<file path="config.mk">
export PLATFORM = sky130hd
export DESIGN_NAME = ipi_core_regs
export DESIGN_NICKNAME = d
export VERILOG_FILES = /design/src/rtl/ipi_regs_pkg.sv /design/src/rtl/ipi_addr_decode.sv /design/src/rtl/ipi_status_ctrl.sv /design/src/rtl/ipi_mailbox.sv /design/src/rtl/ipi_core_regs.sv
export SDC_FILE = /design/constraint.sdc
export NUM_CORES = 1
export LEC_CHECK = 0
export ABC_AREA = 1
export BUFFER_PORTS_ARGS = -buffer_cell sky130_fd_sc_hd__clkbuf_2
export CAP_MARGIN = 20
export CORE_UTILIZATION = 40
export DETAILED_ROUTE_END_ITERATION = 10
export GPL_ROUTABILITY_DRIVEN = 0
export GPL_TIMING_DRIVEN = 1
export PLACE_DENSITY = 0.67
export SYNTH_ARGS = -nofsm -noshare
export SYNTH_HDL_FRONTEND = slang
export SYNTH_SLANG_ARGS = --single-unit
export TNS_END_PERCENT = 50
</file>
<file path="constraint.sdc">
create_clock -name clk -period 2 [get_ports clk]
set_clock_uncertainty 0.15 [all_clocks]
set_input_delay 0.3 -clock clk [delete_from_list [all_inputs] [get_ports clk]]
set_output_delay 0.3 -clock clk [all_outputs]
set_load 0.02 [all_outputs]
</file>
<file path="src/rtl/ipi_regs_pkg.sv">
// Package: ipi_regs_pkg
// Shared register offsets and the access classification used by the
// per-core interprocessor interrupt register bank. Offsets are byte
// offsets inside the low address byte; all registers are 32-bit words.
package ipi_regs_pkg;

    localparam logic [7:0] OFF_PENDING = 8'h00;
    localparam logic [7:0] OFF_ENABLE  = 8'h04;
    localparam logic [7:0] OFF_SET     = 8'h08;
    localparam logic [7:0] OFF_CLEAR   = 8'h0C;
    localparam logic [7:0] MBOX_BASE   = 8'h20;

    // Which register an access targets.
    typedef enum logic [2:0] {
        ACC_NONE    = 3'd0,
        ACC_PENDING = 3'd1,
        ACC_ENABLE  = 3'd2,
        ACC_SET     = 3'd3,
        ACC_CLEAR   = 3'd4,
        ACC_MBOX    = 3'd5
    } acc_kind_e;

endpackage

</file>
<file path="src/rtl/ipi_addr_decode.sv">
// Module: ipi_addr_decode
// Purely combinational decode of the low address byte into a register
// class and a mailbox word index. Assumes the mailbox window
// (MBOX_BASE + 4*MBOX_WORDS) fits inside one byte of offset space and
// that MBOX_WORDS is a power of two of at least 2.
module ipi_addr_decode
    import ipi_regs_pkg::*;
#(
    parameter int MBOX_WORDS = 8,
    localparam int IDX_W     = $clog2(MBOX_WORDS)
) (
    input  logic [7:0]       offset,
    output acc_kind_e        kind,
    output logic [IDX_W-1:0] mbox_idx
);

    localparam int         MBOX_END_I = 32 + 4 * MBOX_WORDS;
    localparam logic [8:0] MBOX_END   = MBOX_END_I[8:0];

    logic [7:0] rel;
    logic       aligned;
    logic       in_mbox;

    // Offset relative to the start of the mailbox window.
    assign rel      = offset - MBOX_BASE;
    assign aligned  = (offset[1:0] == 2'b00);
    assign in_mbox  = aligned && (offset >= MBOX_BASE) && ({1'b0, offset} < MBOX_END);
    assign mbox_idx = rel[IDX_W+1:2];

    // Map the offset onto the register class it selects.
    always_comb begin
        kind = ACC_NONE;
        if (in_mbox) begin
            kind = ACC_MBOX;
        end else begin
            case (offset)
                OFF_PENDING: kind = ACC_PENDING;
                OFF_ENABLE:  kind = ACC_ENABLE;
                OFF_SET:     kind = ACC_SET;
                OFF_CLEAR:   kind = ACC_CLEAR;
                default:     kind = ACC_NONE;
            endcase
        end
    end

endmodule

</file>
<file path="src/rtl/ipi_status_ctrl.sv">
// Module: ipi_status_ctrl
// Holds the pending word, the enable word and the interrupt line.
// Set strobes OR into pending and may raise the line; clear strobes
// remove bits and may lower it; an enable write never touches the line.
// Assumes at most one of the three strobes is active in a cycle.
module ipi_status_ctrl #(
    parameter int DW = 32
) (
    input  logic          clk,
    input  logic          rst_n,
    input  logic          set_we,
    input  logic          clr_we,
    input  logic          en_we,
    input  logic [DW-1:0] wdata,
    output logic [DW-1:0] pending_o,
    output logic [DW-1:0] enable_o,
    output logic          irq_o
);

    logic [DW-1:0] pending_q;
    logic [DW-1:0] enable_q;
    logic          irq_q;
    logic [DW-1:0] pending_after_set;
    logic [DW-1:0] pending_after_clr;

    // Candidate pending values for the two strobe kinds.
    assign pending_after_set = pending_q | wdata;
    assign pending_after_clr = pending_q & ~wdata;

    // Pending word: changes only on set or clear strobes.
    always_ff @(posedge clk) begin
        if (!rst_n) begin
            pending_q <= '0;
        end else if (set_we) begin
            pending_q <= pending_after_set;
        end else if (clr_we) begin
            pending_q <= pending_after_clr;
        end
    end

    // Enable word: plain storage written by its own strobe.
    always_ff @(posedge clk) begin
        if (!rst_n) begin
            enable_q <= '0;
        end else if (en_we) begin
            enable_q <= wdata;
        end
    end

    // Interrupt line: raised on a set, lowered on a clear, each with its own rule.
    always_ff @(posedge clk) begin
        if (!rst_n) begin
            irq_q <= 1'b0;
        end else if (set_we && ((pending_after_set & enable_q) != '0)) begin
            irq_q <= 1'b1;
        end else if (clr_we && (pending_after_clr == '0) && (enable_q != '0)) begin
            irq_q <= 1'b0;
        end
    end

    assign pending_o = pending_q;
    assign enable_o  = enable_q;
    assign irq_o     = irq_q;

    // reset leaves the line low and the words clear.
    p_reset_clear_r1: assert property (@(posedge clk)
        !rst_n |=> (!irq_q && pending_q == '0 && enable_q == '0));

    // pending changes only through set and clear strobes.
    p_pending_hold_r7: assert property (@(posedge clk) disable iff (!rst_n)
        !(set_we || clr_we) |=> $stable(pending_q));

    // without a set or clear strobe the line never moves.
    p_irq_hold_r6: assert property (@(posedge clk) disable iff (!rst_n)
        !(set_we || clr_we) |=> $stable(irq_q));

    // an enabled pending bit after a set raises the line.
    p_set_raise_r3: assert property (@(posedge clk) disable iff (!rst_n)
        (set_we && (((pending_q | wdata) & enable_q) != '0)) |=> irq_q);

    // a set that leaves nothing enabled keeps the line.
    p_set_keep_r4: assert property (@(posedge clk) disable iff (!rst_n)
        (set_we && (((pending_q | wdata) & enable_q) == '0)) |=> $stable(irq_q));

    // a clear that does not empty pending, or runs with enable zero, keeps the line.
    p_clr_keep_r5: assert property (@(posedge clk) disable iff (!rst_n)
        (clr_we && (((pending_q & ~wdata) != '0) || (enable_q == '0))) |=> $stable(irq_q));

    // a clear that empties pending with enable nonzero drops the line.
    p_clr_drop_r5: assert property (@(posedge clk) disable iff (!rst_n)
        (clr_we && ((pending_q & ~wdata) == '0) && (enable_q != '0)) |=> !irq_q);

endmodule

</file>
<file path="src/rtl/ipi_mailbox.sv">
// Module: ipi_mailbox
// A small array of mailbox words, each an independent register written
// by index. All words are exposed in parallel; the read mux sits in the
// parent. Assumes the index is in range whenever we is high.
module ipi_mailbox #(
    parameter int DW     = 32,
    parameter int WORDS  = 8,
    localparam int IDX_W = $clog2(WORDS)
) (
    input  logic                      clk,
    input  logic                      rst_n,
    input  logic                      we,
    input  logic [IDX_W-1:0]          widx,
    input  logic [DW-1:0]             wdata,
    output logic [WORDS-1:0][DW-1:0]  words_o
);

    logic [WORDS-1:0][DW-1:0] words_q;

    for (genvar gi = 0; gi < WORDS; gi++) begin : g_word
        logic hit;
        // Word select for this slot.
        assign hit = we && (widx == IDX_W'(gi));

        // Mailbox word storage.
        always_ff @(posedge clk) begin
            if (!rst_n) begin
                words_q[gi] <= '0;
            end else if (hit) begin
                words_q[gi] <= wdata;
            end
        end
    end

    assign words_o = words_q;

    // without a write strobe no mailbox word changes.
    p_mbox_hold_r9: assert property (@(posedge clk) disable iff (!rst_n)
        !we |=> $stable(words_q));

    // reset clears every mailbox word.
    p_mbox_reset_r1: assert property (@(posedge clk)
        !rst_n |=> (words_q == '0));

endmodule

</file>
<file path="src/rtl/ipi_core_regs.sv">
// Module: ipi_core_regs (top)
// Register bank one core owns for receiving interprocessor interrupts:
// pending, enable, set and clear registers plus a mailbox array, behind
// a one-request-per-cycle 32-bit register port with one-cycle read
// latency. Assumes each request lasts a single cycle.
module ipi_core_regs
    import ipi_regs_pkg::*;
#(
    parameter int ADDR_W     = 12,
    parameter int DW         = 32,
    parameter int MBOX_WORDS = 8
) (
    input  logic              clk,
    input  logic              rst_n,
    input  logic              req_valid,
    input  logic              req_write,
    input  logic [ADDR_W-1:0] req_addr,
    input  logic [DW-1:0]     req_wdata,
    output logic              rd_valid,
    output logic [DW-1:0]     rd_data,
    output logic              bad_access,
    output logic              irq
);

    localparam int IDX_W = $clog2(MBOX_WORDS);

    acc_kind_e                     kind;
    logic [IDX_W-1:0]              mbox_idx;
    logic [DW-1:0]                 pending;
    logic [DW-1:0]                 enable;
    logic [MBOX_WORDS-1:0][DW-1:0] mbox_words;
    logic                          wr;
    logic                          rd;
    logic                          bad_now;
    logic [DW-1:0]                 rd_mux;
    logic                          rd_valid_q;
    logic [DW-1:0]                 rd_data_q;
    logic                          bad_q;
    logic                          unused_addr_hi;

    // Upper address bits do not take part in decode.
    assign unused_addr_hi = ^req_addr[ADDR_W-1:8];

    ipi_addr_decode #(
        .MBOX_WORDS (MBOX_WORDS)
    ) i_decode (
        .offset   (req_addr[7:0]),
        .kind     (kind),
        .mbox_idx (mbox_idx)
    );

    // Qualified read and write strobes.
    assign wr = req_valid && req_write;
    assign rd = req_valid && !req_write;

    ipi_status_ctrl #(
        .DW (DW)
    ) i_status (
        .clk       (clk),
        .rst_n     (rst_n),
        .set_we    (wr && (kind == ACC_SET)),
        .clr_we    (wr && (kind == ACC_CLEAR)),
        .en_we     (wr && (kind == ACC_ENABLE)),
        .wdata     (req_wdata),
        .pending_o (pending),
        .enable_o  (enable),
        .irq_o     (irq)
    );

    ipi_mailbox #(
        .DW    (DW),
        .WORDS (MBOX_WORDS)
    ) i_mbox (
        .clk     (clk),
        .rst_n   (rst_n),
        .we      (wr && (kind == ACC_MBOX)),
        .widx    (mbox_idx),
        .wdata   (req_wdata),
        .words_o (mbox_words)
    );

    // Error condition: undecoded offset, or a write to the read-only pending word.
    assign bad_now = req_valid && ((kind == ACC_NONE) || (req_write && (kind == ACC_PENDING)));

    // Read data select; strobe registers and holes read as zero.
    always_comb begin
        case (kind)
            ACC_PENDING: rd_mux = pending;
            ACC_ENABLE:  rd_mux = enable;
            ACC_MBOX:    rd_mux = mbox_words[mbox_idx];
            default:     rd_mux = '0;
        endcase
    end

    // Registered response: read valid, read data and error pulse.
    always_ff @(posedge clk) begin
        if (!rst_n) begin
            rd_valid_q <= 1'b0;
            rd_data_q  <= '0;
            bad_q      <= 1'b0;
        end else begin
            rd_valid_q <= rd;
            rd_data_q  <= rd ? rd_mux : '0;
            bad_q      <= bad_now;
        end
    end

    assign rd_valid   = rd_valid_q;
    assign rd_data    = rd_data_q;
    assign bad_access = bad_q;

    // every read request yields rd_valid on the next cycle.
    p_read_resp_r11: assert property (@(posedge clk) disable iff (!rst_n)
        rd |=> rd_valid);

    // no request or a write yields no rd_valid.
    p_no_resp_r11: assert property (@(posedge clk) disable iff (!rst_n)
        !rd |=> !rd_valid);

    // an undecoded access pulses the error output.
    p_bad_pulse_r10: assert property (@(posedge clk) disable iff (!rst_n)
        (req_valid && (kind == ACC_NONE)) |=> bad_access);

    // an undecoded read returns zero.
    p_bad_read_zero_r10: assert property (@(posedge clk) disable iff (!rst_n)
        (rd && (kind == ACC_NONE)) |=> (rd_data == '0));

    // strobe registers read back as zero.
    p_strobe_read_zero_r8: assert property (@(posedge clk) disable iff (!rst_n)
        (rd && ((kind == ACC_SET) || (kind == ACC_CLEAR))) |=> (rd_data == '0));

    // writing the pending word leaves it unchanged.
    p_pending_ro_r7: assert property (@(posedge clk) disable iff (!rst_n)
        (wr && (kind == ACC_PENDING)) |=> $stable(pending));

endmodule

</file>
==> flow_summary.json <==
{
  "status": "complete, no violations",
  "ys.warnings.count": 0,
  "fin_crit_sh_pct": 93.4,
  "slew_headroom_pct": 61.9,
  "die-area_um2": 39500,
  "numCtsBuffers": 37,
  "setup_viol": 0,
  "worstMarginPinSlew_ns": 0.572,
  "row_count": 71,
  "crit_fanout": 33,
  "cts_tree": "built",
  "grt_pass1_vias": 13728,
  "ys_seq_area_share_pct": 45.9,
  "drt-total-wl_um": 47400,
  "synth_edf_count": 0,
  "start_util_pct": 40.9,
  "min_period_ns": 1.87,
  "grt_setup_unrepaired": "false",
  "n_antenna_cell": 0,
  "drv_cap": 0,
  "place_ws_ns": -0.0679,
  "fin_ws_ns": 0.132,
  "drc": 0,
  "dp.cells": 2627,
  "clock.fmax_mhz": 535,
  "setup.worst_path.end_class": "register",
  "grt_pass1_wl_um": 74900,
  "die_width_um": 199,
  "p_total_mw": 15.0,
  "io_pins": 83,
  "drt-initial-drc-count": 1129,
  "drive_gt1_share_pct": 11.1,
  "grt_use_total_pct": 24.1,
  "leakage_nw": 7.20,
  "antenna_found_initial": 1,
  "clk_pin_slew_ns": 0.06,
  "p_switching_mw": 3.56,
  "dr_total_vias": 14454,
  "final_cell_area_um2": 18200,
  "dr.pass1.iters": 6,
  "cts_setup_buffers": 0,
  "swShare_pct": 23.7,
  "clock_latency_ns": 0.54,
  "post_dp_cell_area_um2": 16800,
  "synth.avg_cell_area_um2": 7.26,
  "peakVddDrop_mv": 0.512,
  "crit_type": "in -> reg",
  "wire_per_inst_um": 17.4,
  "htree_num_levels": 2,
  "ant_nets": 0,
  "cts_resized": 0,
  "clockPowerShare_pct": 46.5,
  "vias_per_cell": 5.32,
  "synthCells": 2134,
  "arrival_ns": 2.13,
  "syn_area_um2": 15500,
  "ys.flop_type": "dfxtp_1",
  "nets": 2224,
  "clkSinkCount": 355,
  "coreArea_um2": 37800,
  "grt_max_degree": 141,
  "fill_cells": 3643,
  "synth_fp_nets": 2182,
  "ys_seq_elements": 355,
  "fin_cells": 2715,
  "worstPathRequired_ns": 2.26,
  "hold_viol": 0,
  "io_buffer_count": 78,
  "start_kind": "input pin",
  "hold_path_class": "in -> reg",
  "internal_power_mw": 11.5,
  "powerDensity_nw_per_um2": 825,
  "p_seq_share_pct": 47.1,
  "synthArstFlopShare_pct": 0,
  "die_height_um": 199,
  "clockRootBuffer": "clkbuf_16",
  "maxSlewViolCount": 0,
  "combPwrFrac_pct": 6.3,
  "yosysUniqueCellTypes": 35,
  "cts.path.max_buffers": 3,
  "grt-ovfl-total": 0,
  "area_growth_pct": 17.6,
  "hpwl_um": 30300
}
[registers in the layout, indices dropped and copies added (netlist names), named ones only]
register / flops
bad_access: 1
i_mbox.words_o: 256
i_status.enable_o: 32
i_status.irq_o: 1
rd_data: 32
rd_valid: 1
[worst max-delay path: stages]
cell           delay (ns)
dlygate4sd3_1        0.55
clkbuf_2             0.14
nand2_1              0.12
inv_1                0.14
nand2_4              0.09
nor2_4               0.18
nand2_2              0.12
buf_12               0.20
o21ai_0              0.21
a21oi_1              0.06
[through the flow]
| step | hold slack, ns | util [%] | setup TNS, ns |
|---|---|---|---|
| after CTS | 0.00487 | 48.1 | 0 |
| after global placement | 0.280 | 44.4 | -0.00239 |
| after floorplan | 0.274 | - | 0 |
| after detailed placement | 0.288 | 44.4 | -0.267 |
| after global routing | 0.0184 | 48.1 | 0 |
| final | 0.0244 | 48.1 | 0 |
[layout make-up]
class                           count  area, um^2  area share [%]
Multi-Input combinational cell   1307        6520            35.8
Timing Repair Buffer              177        1610            8.86
Clock inverter                     15         164           0.900
Clock buffer                       52        1050            5.79
Tap cell                          511         639            3.51
Inverter                          298        1120            6.15
Sequential cell                   355        7110            39.0
[routing by layer]
layer	global-route usage (%)	wire length (um)
met5	0	13
met1	31.9	21000
met3	4.61	3370
met2	38.8	21600
met4	8.58	1310
[worst paths after layout]
kind              cells after the start  slack (ns)                   to                 from
setup / recovery                     10        0.13  i_mbox.words_o[199]            req_valid
hold reg to reg                       2        0.29  i_mbox.words_o[248]  i_mbox.words_o[248]
setup reg to reg                      8        0.44       i_status.irq_o             register
hold / removal                        3        0.02  i_mbox.words_o[198]         req_wdata[6]
[cell usage in the layout (no fill, tap or decap), types with 21 or more instances in the layout]
cell type / instances
dlygate4sd3_1: 21
nand3_1: 92
o21ai_0: 257
clkbuf_2: 77
a211oi_1: 89
inv_1: 294
dfxtp_1: 355
buf_12: 34
nand2_1: 331
buf_4: 45
a21oi_1: 226
o2111ai_1: 31
o22ai_1: 65
nor2_1: 170
clkbuf_16: 39
[power groups by stage]
stage                     Sequential (mW)  Combinational [mW]  Clock, mW
final                                7.09               0.954       6.99
after detailed placement             7.24               0.899          0
after global routing                 7.08                1.03       7.36
after CTS                            7.09               0.938       7.07
after global placement               7.24               0.885          0
after floorplan                      7.25               0.532          0
[cells in the mapped netlist (2+ instances only)]
library cell,n,area [um^2]
a211oi_1,89,668
a211oi_2,7,87.6
a21oi_1,226,1130
a31oi_1,7,43.8
buf_1,8,30.0
buf_2,56,280
buf_4,2,15.0
buf_6,5,56.3
clkbuf_1,100,375
clkbuf_2,3,15.0
dfxtp_1,355,7110
inv_1,294,1100
inv_2,4,15.0
nand2_1,332,1250
nand2_2,4,25.0
nand2_4,4,45.0
nand3_1,92,460
nand4_1,3,18.8
nor2_1,173,649
nor2_2,3,18.8
nor2_4,2,22.5
nor3_1,2,10.0
o2111ai_1,31,272
o21ai_0,257,1290
o22ai_1,65,407
[kinds of logic after synthesis]
family,Yosys count,synth area share (%)
AO/OA/AOI/OAI,685,25.3
AND/OR/NAND/NOR,622,16.6
buffers and inverters,472,12.2
flip-flops,355,45.9
[repair_timing]
| item | in CTS | in global routing |
|---|---|---|
| hold buffers | 21 | 0 |
| endpoints found under the hold margin | 38 | 0 |
| endpoints found under the setup margin | 0 | 0 |
Note: power is estimated with default switching activity, not from simulation.
